==> config.mk <==
export PLATFORM = sky130hd
export DESIGN_NAME = pipe_interlock
export DESIGN_NICKNAME = d
export VERILOG_FILES = /design/src/rtl/pil_pkg.sv /design/src/rtl/pil_scoreboard.sv /design/src/rtl/pil_opnd_chk.sv /design/src/rtl/pipe_interlock.sv
export SDC_FILE = /design/constraint.sdc
export NUM_CORES = 1
export LEC_CHECK = 0
export ABC_AREA = 1
export BUFFER_PORTS_ARGS = -buffer_cell sky130_fd_sc_hd__buf_2
export CAP_MARGIN = 20
export CORE_MARGIN = 10
export CORE_UTILIZATION = 30
export CTS_BUF_LIST = sky130_fd_sc_hd__clkbuf_8
export DETAILED_ROUTE_END_ITERATION = 16
export HOLD_SLACK_MARGIN = 0.08
export PLACE_DENSITY_LB_ADDON = 0.3
export SYNTH_ARGS = -nofsm -noshare
export SYNTH_HDL_FRONTEND = slang
export SYNTH_HIERARCHICAL = 1
export SYNTH_SLANG_ARGS = --single-unit
==> constraint.sdc <==
create_clock -name clk_i -period 4.8 [get_ports clk_i]
set_input_delay 0.96 -clock clk_i [delete_from_list [all_inputs] [get_ports clk_i]]
set_output_delay 0.96 -clock clk_i [all_outputs]
set_load 0.005 [all_outputs]
==> src/rtl/pil_pkg.sv <==
package pil_pkg;
  typedef enum logic [1:0] {
    NEED_VEARLY = 2'd0,
    NEED_EARLY  = 2'd1,
    NEED_NORMAL = 2'd2,
    NEED_LATE   = 2'd3
  } need_e;

  // countdown bias so the very-early adjustment never goes below zero
  localparam int unsigned VE_BIAS = 2;
endpackage

==> src/rtl/pil_scoreboard.sv <==
module pil_scoreboard #(
  parameter int unsigned REG_W    = 4,
  parameter int unsigned NUM_REG  = 15,
  parameter int unsigned CNT_W    = 3,
  parameter int unsigned LAT_ALU  = 1,
  parameter int unsigned LAT_LOAD = 2
) (
  input  logic                           clk_i,
  input  logic                           rst_ni,
  input  logic                           adv_i,
  input  logic                           wr_en_i,
  input  logic [REG_W-1:0]               wr_reg_i,
  input  logic                           wr_load_i,
  output logic [NUM_REG-1:0][CNT_W-1:0]  rem_o
);
  localparam logic [CNT_W-1:0] START_ALU  = CNT_W'(LAT_ALU  + pil_pkg::VE_BIAS);
  localparam logic [CNT_W-1:0] START_LOAD = CNT_W'(LAT_LOAD + pil_pkg::VE_BIAS);

  for (genvar r = 0; r < NUM_REG; r++) begin : g_ent
    logic hit;
    assign hit = wr_en_i && (wr_reg_i == REG_W'(r));
    always_ff @(posedge clk_i or negedge rst_ni) begin
      if (!rst_ni)                   rem_o[r] <= '0;
      else if (hit)                  rem_o[r] <= wr_load_i ? START_LOAD : START_ALU;
      else if (adv_i && rem_o[r] != '0) rem_o[r] <= rem_o[r] - 1'b1;
    end
  end
endmodule

==> src/rtl/pil_opnd_chk.sv <==
module pil_opnd_chk #(
  parameter int unsigned REG_W   = 4,
  parameter int unsigned NUM_REG = 15,
  parameter int unsigned CNT_W   = 3
) (
  input  logic                           vld_i,
  input  logic [REG_W-1:0]               reg_i,
  input  logic [1:0]                     need_i,
  input  logic [NUM_REG-1:0][CNT_W-1:0]  rem_i,
  output logic                           stall_o
);
  import pil_pkg::*;

  logic [CNT_W-1:0] rem_sel;
  logic [CNT_W:0]   thr;

  always_comb begin
    rem_sel = '0;
    for (int r = 0; r < NUM_REG; r++)
      if (reg_i == REG_W'(r)) rem_sel = rem_i[r];
  end

  // stall while remaining countdown exceeds the cycle the operand is consumed
  always_comb begin
    case (need_e'(need_i))
      NEED_VEARLY: thr = (CNT_W+1)'(VE_BIAS - 1);
      NEED_EARLY:  thr = (CNT_W+1)'(VE_BIAS);
      NEED_NORMAL: thr = (CNT_W+1)'(VE_BIAS + 1);
      default:     thr = (CNT_W+1)'(VE_BIAS + 2);
    endcase
  end

  assign stall_o = vld_i && ({1'b0, rem_sel} > thr);
endmodule

==> src/rtl/pipe_interlock.sv <==
module pipe_interlock #(
  parameter int unsigned NUM_SRC  = 3,
  parameter int unsigned REG_W    = 4,
  parameter int unsigned LAT_ALU  = 1,
  parameter int unsigned LAT_LOAD = 2
) (
  input  logic                            clk_i,
  input  logic                            rst_ni,
  input  logic                            hold_i,
  input  logic                            issue_vld_i,
  input  logic [NUM_SRC-1:0]              src_vld_i,
  input  logic [NUM_SRC-1:0][REG_W-1:0]   src_reg_i,
  input  logic [NUM_SRC-1:0][1:0]         src_need_i,
  input  logic                            dst_vld_i,
  input  logic [REG_W-1:0]                dst_reg_i,
  input  logic                            dst_load_i,
  output logic                            stall_o
);
  localparam int unsigned NUM_REG = (1 << REG_W) - 1;
  localparam logic [REG_W-1:0] PC_REG = REG_W'(NUM_REG);
  localparam int unsigned CNT_W = $clog2(LAT_LOAD + pil_pkg::VE_BIAS + 1);

  logic [NUM_REG-1:0][CNT_W-1:0] rem;
  logic [NUM_SRC-1:0]            op_stall;
  logic                          accept;
  logic                          wr_en;

  assign accept = issue_vld_i && !stall_o && !hold_i;
  assign wr_en  = accept && dst_vld_i && (dst_reg_i != PC_REG);

  pil_scoreboard #(
    .REG_W(REG_W), .NUM_REG(NUM_REG), .CNT_W(CNT_W),
    .LAT_ALU(LAT_ALU), .LAT_LOAD(LAT_LOAD)
  ) sb_i (
    .clk_i    (clk_i),
    .rst_ni   (rst_ni),
    .adv_i    (!hold_i),
    .wr_en_i  (wr_en),
    .wr_reg_i (dst_reg_i),
    .wr_load_i(dst_load_i),
    .rem_o    (rem)
  );

  for (genvar s = 0; s < NUM_SRC; s++) begin : g_src
    pil_opnd_chk #(.REG_W(REG_W), .NUM_REG(NUM_REG), .CNT_W(CNT_W)) chk_i (
      .vld_i  (src_vld_i[s] && (src_reg_i[s] != PC_REG)),
      .reg_i  (src_reg_i[s]),
      .need_i (src_need_i[s]),
      .rem_i  (rem),
      .stall_o(op_stall[s])
    );
  end

  assign stall_o = issue_vld_i && (|op_stall);
endmodule

After elaboration in Yosys (flattened, before gate mapping). Cells that the tools add are included.

Order comparisons: 3. Add/sub/neg operators: 15. Equality and inequality tests: 66. Reductions and logical operators: 81. Mux-type cells: 79.

Operator list (count): 2-to-1 mux 3 bit (76); == test 4 bit, second input constant (28); == test 4 x 3 -> 1 bit, second input constant (16); nonzero test 3 bit (15); subtractor 3 x 1 -> 3 bit, second input constant (15); logical AND 1 bit (41); == test 4 x 2 -> 1 bit, second input constant (8); nonzero test 2 bit (15); one-hot mux 3 bit (3 select lines) (3); == test 4 x 1 -> 1 bit, second input constant (4); logical NOT 4 bit (4); inequality test 4 bit, second input constant (4); > comparator 3 bit (3); == test 2 x 1 -> 1 bit, second input constant (3); == test 2 bit, second input constant (3); logical NOT 2 bit (3); OR reduction 3 bit (1); logical NOT 1 bit (2).

Output and inout port bits: 1. Input port bits: 31. Register bits after elaboration: 45. Word-level logic and storage cells: 259.

Logic depth before layout (Yosys ltp). Gate-level depths: netlist of run 1.

Depth after elaboration: 27. Gate-level depth with buffers: 30. Gate-level depth less buffers: 30.

Modules after synthesis. Netlist of run 1, hierarchy kept.

By module, submodules not included: pil_scoreboard (area an instance 2879.0 um^2, cells an instance 391, seq. area each 1126.1 um^2, times used 1); pil_opnd_chk (area an instance 700.7 um^2, cells an instance 144, seq. area each 0.0 um^2, times used 3); pipe_interlock (area an instance 97.6 um^2, cells an instance 21, seq. area each 0.0 um^2, times used 1).

Worst setup path after synthesis of run 1. Ideal clock, no wire load.

Path kind: input to output. Start point: in src_reg_i[6] (netlist name). End point: out stall_o. Stages: 19. Required time: 3840 ps. Buffers on the path: 0. Setup slack: 1325 ps. Arrival: 2515 ps. Path through: inv_2 -> nor2_4 -> nand2_1 -> or2_0 -> nand2_1 -> nand4_1 -> nor2_1 -> nand4_1 -> nand2_1 -> inv_1 -> ha_1 -> inv_1 -> o21bai_1 -> a21oi_1 -> nor2_1 -> inv_1 -> nand2_1 -> nor2_2 -> nor2_1.

Word-level cells in the longest chain between the ends: 20. Elaborated cells between the ends (all ways): 36. Those cells by class: order compare (1); eq/ne (15); mux (15); reduce/logical (5).

Ends and longest elaborated chain: from (decl) (line pipe_interlock.sv:12) `input logic [NUM_SRC-1:0][REG_W-1:0] src_reg_i,`; logical NOT 4 bit (line pil_opnd_chk.sv:20) `if (reg_i == REG_W'(r)) rem_sel = rem_i[r];`; 2-to-1 mux 3 bit (15 in series) (line pil_opnd_chk.sv:20); > comparator 3 bit (line pil_opnd_chk.sv:33) `assign stall_o = vld_i && ({1'b0, rem_sel} > thr);`; logical AND 1 bit * (line pil_opnd_chk.sv:33); named net op_stall[1] (line pipe_interlock.sv:24) `logic [NUM_SRC-1:0] op_stall;`; OR reduction 3 bit * (line pipe_interlock.sv:54) `assign stall_o = issue_vld_i && (|op_stall);`; logical AND 1 bit * (line pipe_interlock.sv:54); to (decl) (line pipe_interlock.sv:17) `output logic stall_o`.

Mark *: on every way through the listed nets, which the timed path passes. The rest lies on a longest branch.

Worst setup path after layout of run 1.
Start point: in src_reg_i[8] (netlist name). End point: out stall_o.

The elaborated chain is that of the path after synthesis.

==> run_results.csv, run 1 <==
group,metric,value,unit
outcome,run_status,"finished clean",
worst_setup_path,crit_path_top_delay_cell,"nor2_2",
timing,final_max_slew_viol_count,0,
die,io_pins,32,
synthesis,avgSynthCellArea,6.02,µm²
worst_setup_path,cp_data_arrival_time,3290,ps
synthesis,syn-num-nets,923,
worst_setup_path,crit_cells,19,
synthesis,yosysUniqueCellTypes,22,
timing,rsz0062_at_grt,"false",
pwr,p_comb_frac,0.480,
worst_setup_path,required,3840,ps
grt,antenna_found_initial,0,
worst_setup_path,r2r_cells,26,
route,drc,0,
pwr,switching_share,0.487,
grt,grt_max_degree,30,
grt,grt_pass1_wl,24000,µm
timing,slew_headroom,0.599,
clock_network,htree_levels,2,
place,portBuffers,31,
route,drtIter0Drc,332,
route,highest_layer,"met4",
final_layout,largest_register_ffs,45,
final_layout,largestRegisters,"sb_i/rem_o (45)",
final_layout,nets,960,
worst_setup_path,cp-start-kind,"input pin",
worst_setup_path,cp_slowest_stage_delay,350,ps
place,dp_hpwl,12000,µm
route,routedWlPerCell,13.3,µm
clock_network,clkTransAtPathRegs,90,ps
clock_network,cts_tree,"yes",
timing,holdWs,567,ps
pwr,p_per_area,420,nW/µm²
timing,fin_crit_sh,0.885,
final_layout,final_cell_mix,"nand2_1, inv_1, nand3_1",
pwr,p_leak,3.10,nW
clock_network,clock_path_buffers,2,
clock_network,hold_buffers,0,
final_layout,area_delta_synth_final,10.9,%
final_layout,largest_register,"sb_i/rem_o",
die,fp.dieW,150,µm
synthesis,synthesis.area,5080,µm²
clock_network,post-cts-setup-buffers,0,
pwr,p_seq_frac,0.391,
pwr,ir_worst_vdd,0.152,mV
route,wl_met3,959,µm
min_path,hold_path.class,"input pin to asynchronous set/reset pin",
final_layout,utilization,0.340,
synthesis,yosysWarnings,6,
final_layout,drive_gt1_frac,0.113,
timing,setup_viol,0,
route,wl_met2,6230,µm
clock_network,clock_sinks,45,
route,wirelength_met1,7210,µm
pwr,clkPwrFrac,0.129,
synthesis,seq_area_frac_synth,0.222,
clock_network,cts-root-buf,"clkbuf_8",
synthesis,netlist_instances,844,
route,drt_pass1_iterations,5,
die,initial_core_util,0.306,
flow_run,cap_viol_max_count,0,
timing,final.setup_skew,11.1,ps
die,die_h,150,µm
worst_setup_path,critPathBufInv,4,
grt,grt_util_all_layers,0.132,
timing,max_freq,235,MHz
clock_network,clkLatencyLatePin,310,ps
clock_network,cts_buffers,5,
synthesis,ys_seq_elements,45,
route,vias,5182,
timing,finalHoldViolCount,0,
worst_setup_path,path_class,"input pin to primary output",
die,rows,47,
timing,finalCriticalPeriod,4250,ps
grt,gr-total-overflow,0,
timing,worst_slew_pin_slew,600,ps
route,viasPerCell,4.70,
worst_setup_path,setup.worst_path.end_class,"primary output",
worst_setup_path,crit_chain,"buf_2 > nor2_2 > nand2_1 > or2_0 > nand2_1 > nand2_1 > nand2_1 > nand4_1 > nand2_1 > inv_1 > ha_1 > nand2_1 > o21ai_0 > nor2_1 > inv_1 > nand2_1 > nor2_2 > nor2_1 > buf_2",
route,finalWirelength,14600,µm
pwr,p_sw,0.00115,W
grt,grt_pass1_vias,4893,
final_layout,final_common_cell,"nand2_1",
timing,setup_tns,0,ps
route,drtAntennaViolNets,0,
die,die_area,22500,µm²
worst_setup_path,crit_path_frequent_cell,"nand2_1",
worst_setup_path,crit_family,"simple AND/OR/NAND/NOR gates",
pwr,power.internal,0.00121,W
die,coreArea,16600,µm²
place,place_congestion,0.912,
clock_network,cts-resized-gates,0,
worst_setup_path,cp_max_fo,8,
path summary, 6_finish.rpt:
path                                start        endpoint  slack [ps]
max                          src_reg_i[8]         stall_o         550
min                                rst_ni  sb_i/rem_o[19]         570
max reg2reg                 sb_i/rem_o[4]   sb_i/rem_o[2]        1370
min reg2reg                sb_i/rem_o[26]  sb_i/rem_o[26]         610
max in group asynchronous          rst_ni  sb_i/rem_o[33]        3490
min in group clk_i         sb_i/rem_o[26]  sb_i/rem_o[26]         610
power by group through the flow:
stage               registers, W  logic [W]  clock network (W)
finish                  0.000924    0.00113           0.000305
global route            0.000955    0.00137           0.000328
CTS                     0.000915    0.00114           0.000314
detailed placement      0.000924    0.00113                  0
global placement        0.000924    0.00112                  0
floorplan               0.000754   0.000909                  0
cell type report:
cell class,instances,area [µm²]
sequential,45,1130
antenna,1,2.50
timing repair buffer,34,178
fill,1851,11000
clock buffer,6,82.6
multi-input combinational,607,3230
inverter,188,706
clock inverter,2,33.8
tap,220,275
cell families after synthesis:
kind of cell	share of synthesized area
xor gates and xnor gates	0.0121
DFF	0.222
adders and majority gates	0.118
AOI/OAI and AO/OA	0.0446
and+or+nand+nor	0.460
buffers and inverters	0.143
Yosys cell counts:
cell type  number  area [µm²]
nor2_2         16         100
nor2_1         75         282
and2_1          3        18.8
o21ai_0        31         155
buf_2           4        20.0
inv_2          17        63.8
or2_2          12        75.1
dfrtp_1        45        1130
nor2_4         11         124
or2_1           6        37.5
inv_1         170         638
nand3_1       105         526
o21bai_1        3        22.5
clkinv_1        1        3.75
xor2_1          7        61.3
o22ai_1         3        18.8
a21oi_1         6        30.0
ha_1           48         601
nor3_2          3        30.0
or2_0           6        37.5
nand2_1       237         890
nand4_1        35         219
worst reg2reg max path, cell delays in order, from the launching register on:
cell,delay [ps]
dfrtp_1,490
nand3_1,130
nand2_1,50
nor2_1,80
nand4_1,110
nand2_1,100
nand4_1,110
nor2_1,120
nand4_1,90
nand2_1,70
inv_1,40
ha_1,280
inv_1,70
o21bai_1,60
a21oi_1,120
nor2_1,50
inv_1,50
nand2_1,60
nor2_2,170
nand2_1,70
nor2_1,160
buf_4,250
nand3_1,240
clkinv_1,120
nand2_1,90
nand2_1,90
nand2_1,50
per-layer routing:
metal,GRT usage,vias to the layer above
met5,0,-
met4,0.0369,0
met2,0.215,129
met3,0.0234,21
met1,0.175,2338
li1,-,2694
stage by stage:
stage               setup WS, ps  cells  area (µm²)  power, W
detailed placement           564   1094        5510   0.00206
global route                 226   1102        5630   0.00265
global placement             531   1094        5510   0.00204
CTS                          562   1102        5630   0.00237
finish                       550   1103        5630   0.00236
floorplan                   1330    844        5080   0.00166
(Power assumes the default switching activity.)
==> run 2: changes to the inputs <==
--- a/config.mk
+++ b/config.mk
@@ -14,6 +14,7 @@
 export DETAILED_ROUTE_END_ITERATION = 16
 export HOLD_SLACK_MARGIN = 0.08
 export PLACE_DENSITY_LB_ADDON = 0.3
+export RECOVER_POWER = 25
 export SYNTH_ARGS = -nofsm -noshare
 export SYNTH_HDL_FRONTEND = slang
 export SYNTH_HIERARCHICAL = 1
==> run_results.csv, run 2 (synthesis results as in run 1) <==
group,metric,value,unit
timing,final_max_slew_viol_count,30,
die,io_pins,32,
clock_network,post-cts-setup-buffers,0,
clock_network,htree_levels,2,
grt,grt_pass1_vias,4893,
final_layout,final_cell_mix,"nand2_1, inv_1, nand3_1",
die,fp.dieW,150,µm
final_layout,multi_input_area,3230,µm²
timing,setup_tns,0,ps
clock_network,cts_tree,"yes",
timing,rsz0062_at_grt,"false",
final_layout,largest_register_ffs,45,
die,initial_core_util,0.306,
pwr,clkPwrFrac,0.129,
final_layout,area_delta_synth_final,10.8,%
clock_network,clkLatencyLatePin,310,ps
final_layout,final_area,5630,µm²
timing,finalCriticalPeriod,4260,ps
pwr,p_per_area,420,nW/µm²
timing,worst_slew_pin_slew,1670,ps
route,vias,5181,
grt,grt_util_all_layers,0.132,
route,drc,0,
clock_network,cts-root-buf,"clkbuf_8",
clock_network,hold_buffers,0,
route,drtIter0Drc,318,
place,place_congestion,0.912,
grt,antenna_found_initial,0,
pwr,finalPower,0.00236,W
grt,gr-total-overflow,0,
route,drt_pass1_iterations,5,
place,placedInstanceArea,5510,µm²
clock_network,clock_sinks,45,
place,dp_hpwl,12000,µm
die,die_area,22500,µm²
pwr,switching_share,0.487,
pwr,p_leak,3.09,nW
pwr,p_sw,0.00115,W
place,pre_cts_slack,564,ps
final_layout,nets,960,
worst_setup_path,cp_max_fo,8,
route,finalWirelength,14600,µm
die,coreArea,16600,µm²
clock_network,clock_path_buffers,2,
flow_run,cap_viol_max_count,1,
timing,fin_crit_sh,0.887,
timing,final.setup_skew,11.2,ps
final_layout,drive_gt1_frac,0.111,
die,die_h,150,µm
final_layout,final_common_cell,"nand2_1",
final_layout,layout.area.seq,1130,µm²
worst_setup_path,required,3840,ps
final_layout,utilization,0.339,
pwr,p_comb_frac,0.480,
route,drtAntennaViolNets,0,
worst_setup_path,cp-start-kind,"input pin",
timing,setup_ws,544,ps
clock_network,cts_buffers,5,
route,viasPerCell,4.70,
pwr,ir_worst_vdd,0.152,mV
route,routedWlPerCell,13.3,µm
pwr,p_seq_frac,0.391,
place,portBuffers,31,
worst_setup_path,path_class,"input pin to primary output",
min_path,hold_path.class,"flop to flop",
timing,setup_viol,0,
final_layout,fill_cells,1853,
clock_network,cts-resized-gates,0,
timing,slew_headroom,-0.116,
worst_setup_path,setup.worst_path.end_class,"primary output",
outcome,run_status,"finished, violations left",
clock_network,clkTransAtPathRegs,80,ps
worst_setup_path,cp_data_arrival_time,3300,ps
grt,grt_max_degree,30,
final_layout,largest_register,"sb_i/rem_o",
timing,finalHoldViolCount,0,
pwr,power.internal,0.00121,W
die,rows,47,
outcome,violations,"max-capacitance violations, max-slew violations",
grt,grt_pass1_wl,24000,µm
final_layout,largestRegisters,"sb_i/rem_o (45)",
timing,max_freq,235,MHz
==> run 2: path summary, 6_finish.rpt <==
path	start	to	slack (ps)	cells past startpoint
min in group asynchronous	rst_ni	sb_i/rem_o[19]	780	1
min reg2reg	sb_i/rem_o[26]	sb_i/rem_o[26]	610	2
max in group asynchronous	rst_ni	sb_i/rem_o[33]	1960	2
min	sb_i/rem_o[26]	sb_i/rem_o[26]	610	2
max reg2reg	sb_i/rem_o[4]	sb_i/rem_o[2]	1370	26
max	src_reg_i[8]	stall_o	540	19
==> run 2: power by group through the flow <==
stage               logic [W]  registers (W)  clock network [W]
CTS                   0.00114       0.000915           0.000314
global route          0.00137       0.000955           0.000328
floorplan            0.000909       0.000754                  0
detailed placement    0.00113       0.000924                  0
finish                0.00113       0.000924           0.000305
global placement      0.00112       0.000924                  0
==> run 2: critical path, cell delays in order <==
cell	delay (ps)
buf_2	140
nor2_2	350
nand2_1	180
or2_0	220
nand2_1	70
nand2_1	50
nand2_1	60
nand4_1	90
nand2_1	80
inv_1	50
ha_1	290
nand2_1	50
o21ai_0	150
nor2_1	70
inv_1	50
nand2_1	60
nor2_2	170
nor2_1	70
buf_2	130
==> run 2: layout make-up <==
| cell class | instances | share of cell area |
|---|---|---|
| Antenna cell | 1 | 0.000445 |
| Clock buffer | 6 | 0.0147 |
| Clock inverter | 2 | 0.00601 |
| Inverter | 188 | 0.125 |
| Multi-Input combinational cell | 607 | 0.574 |
| Sequential cell | 45 | 0.200 |
| Tap cell | 220 | 0.0489 |
| Timing Repair Buffer | 34 | 0.0307 |
==> run 2: routing by layer <==
| layer | GRT usage | vias up | wire (µm) | part of all wire |
|---|---|---|---|---|
| met1 | 0.175 | 2332 | 7230 | 0.49 |
| li1 | - | 2694 | - | - |
| met5 | 0 | - | 0 | 0 |
| met4 | 0.0369 | 0 | 241 | 0.016 |
| met2 | 0.215 | 134 | 6230 | 0.43 |
| met3 | 0.0234 | 21 | 930 | 0.064 |
==> run 2: stage by stage <==
stage / cells / hold WS, ps
after floorplan: 844 / 517
after global placement: 1094 / 584
after detailed placement: 1094 / 598
after CTS: 1102 / 578
after global routing: 1102 / 655
final: 1103 / 610
==> run 3: changes to the inputs <==
--- a/config.mk
+++ b/config.mk
@@ -9,7 +9,7 @@
 export BUFFER_PORTS_ARGS = -buffer_cell sky130_fd_sc_hd__buf_2
 export CAP_MARGIN = 20
 export CORE_MARGIN = 10
-export CORE_UTILIZATION = 30
+export CORE_UTILIZATION = 25
 export CTS_BUF_LIST = sky130_fd_sc_hd__clkbuf_8
 export DETAILED_ROUTE_END_ITERATION = 16
 export HOLD_SLACK_MARGIN = 0.08
==> run_results.csv, run 3 (synthesis results as in run 1) <==
group,metric,value,unit
worst_setup_path,required,3840,ps
grt,met2_usage,0.179,
worst_setup_path,cp_data_arrival_time,3360,ps
timing,slew_headroom,-0.782,
clock_network,hold_buffers,0,
min_path,hold_path.class,"flop to flop",
pwr,p_per_area,406,nW/µm²
place,place_congestion,0.844,
clock_network,cts-resized-gates,0,
worst_setup_path,cp_max_fo,8,
worst_setup_path,path_class,"input pin to primary output",
die,coreArea,20100,µm²
grt,use_met1,0.155,
grt,grt_pass1_wl,24500,µm
grt,grt_pass1_vias,4914,
timing,setup_viol,0,
route,drc,0,
final_layout,largest_register,"sb_i/rem_o",
worst_setup_path,setup.worst_path.end_class,"primary output",
pwr,p_leak,3.08,nW
place,dp_hpwl,12200,µm
grt,gr-total-overflow,0,
min_path,worstHoldPathCells,2,
worst_setup_path,reg2reg_setup_slack,1300,ps
timing,max_freq,231,MHz
outcome,violations,"max-capacitance violations, max-slew violations",
worst_setup_path,crit_chain,"buf_2 > nor2_2 > nand2_1 > or2_0 > nand2_1 > nand2_1 > nand2_1 > nand4_1 > nand2_1 > inv_1 > ha_1 > nand2_1 > o21ai_0 > nor2_1 > inv_1 > nand2_1 > nor2_2 > nor2_1 > buf_2",
timing,rsz0062_at_grt,"false",
final_layout,utilization,0.281,
place,portBuffers,31,
clock_network,clkTransAtPathRegs,90,ps
final_layout,final_cell_mix,"nand2_1, inv_1, nand3_1",
grt,use_met3,0.0202,
grt,grt_util_all_layers,0.113,
clock_network,cts-root-buf,"clkbuf_8",
timing,fin_crit_sh,0.900,
final_layout,final_common_cell,"nand2_1",
timing,finalHoldViolCount,0,
pwr,ir_worst_vdd,0.114,mV
min_path,min_from,"sb_i/rem_o[26]",
min_path,worstHoldEndpoint,"sb_i/rem_o[26]",
route,viasPerCell,4.47,
timing,finalCriticalPeriod,4320,ps
grt,antenna_found_initial,2,
worst_setup_path,r2r-start,"sb_i/rem_o[4]",
final_layout,largestRegisters,"sb_i/rem_o (45)",
clock_network,clkLatencyLatePin,310,ps
worst_setup_path,cp-start-kind,"input pin",
flow_run,cap_viol_max_count,1,
clock_network,clock_path_buffers,2,
worst_setup_path,r2r_cells,26,
timing,final_max_slew_viol_count,46,
clock_network,htree_levels,2,
outcome,run_status,"finished, violations left",
grt,grt_max_degree,46,
route,finalWirelength,14900,µm
clock_network,post-cts-setup-buffers,0,
timing,final.setup_skew,13.3,ps
final_layout,area_delta_synth_final,11.3,%
route,drt_pass1_iterations,4,
final_layout,antennaDiodeCount,0,
grt,grt_busiest_layer,"met2",
route,vias,5155,
die,die_h,163,µm
die,initial_core_util,0.253,
timing,worst_slew_pin_slew,2670,ps
final_layout,fill_cells,2244,
die,rows,52,
route,routedWlPerCell,12.9,µm
clock_network,clock_sinks,45,
die,fp.dieW,163,µm
worst_setup_path,crit_path_frequent_cell,"nand2_1",
final_layout,largest_register_ffs,45,
final_layout,drive_gt1_frac,0.111,
die,io_pins,32,
route,drtIter0Drc,305,
worst_setup_path,cp_slowest_stage_delay,360,ps
clock_network,cts_tree,"yes",
worst_setup_path,rr_endpoint,"sb_i/rem_o[2]",
die,die_area,26400,µm²
timing,holdWs,609,ps
route,drtAntennaViolNets,0,
final_layout,final_area,5650,µm²
final_layout,nets,960,
worst_setup_path,crit_path_top_delay_cell,"nor2_2",
place,placedInstanceArea,5570,µm²
clock_network,cts_buffers,5,
timing,setup_tns,0,ps
[run 3: cell count changes in the layout (fill, tap and decap cells not counted)]
cell and delta:
clkbuf_8 -1, bufinv_16 -1, clkinvlp_4 +1, inv_1 +1, diode_2 -1, clkbuf_1 -1
buf_2 +1
[run 3: metal layers]
layer	share of wire	up-vias	wire length, µm
met2	0.43	78	6350
met4	0.017	4	257
met3	0.044	25	648
li1	-	2697	-
met1	0.51	2351	7560
met5	0.0022	-	32
[run 3: stage by stage]
step / total power [W] / setup slack [ps] / std cells
after CTS: 0.00232 / 505 / 1152
after floorplan: 0.00166 / 1330 / 844
final: 0.00230 / 479 / 1152
after global placement: 0.00206 / 461 / 1144
after global routing: 0.00259 / 288 / 1152
after detailed placement: 0.00206 / 437 / 1144
[run 3: worst max-delay path by stage]
stage | start | to
floorplan | src_reg_i[6] | stall_o
global placement | src_reg_i[8] | sb_i/rem_o[2]
detailed placement | src_reg_i[8] | sb_i/rem_o[2]
CTS | src_reg_i[8] | stall_o
global route | src_reg_i[8] | stall_o
finish | src_reg_i[8] | stall_o
[run 3: area by class of cell]
type	count	area, µm²	area share
Clock inverter	3	15.0	0.00266
Clock buffer	5	68.8	0.0122
Sequential cell	45	1130	0.199
Inverter	188	706	0.125
Tap cell	270	338	0.0597
Multi-Input combinational cell	607	3230	0.571
Timing Repair Buffer	34	174	0.0308
[run 3: critical path: cells and delay by family]
kind            cells  cell delay (ps)
compound gates      1              130
fa+ha+maj           1              280
simple gates       13             1600
buf+inv             4              370
[run 3: power by group]
part / total (W) / switching, W / internal (W) / leakage, nW
combinational: 0.00113 / 0.000659 / 0.000473 / 2.49
clock: 0.000239 / 0.000140 / 0.0000992 / 0.0467
sequential: 0.000927 / 0.000357 / 0.000570 / 0.545
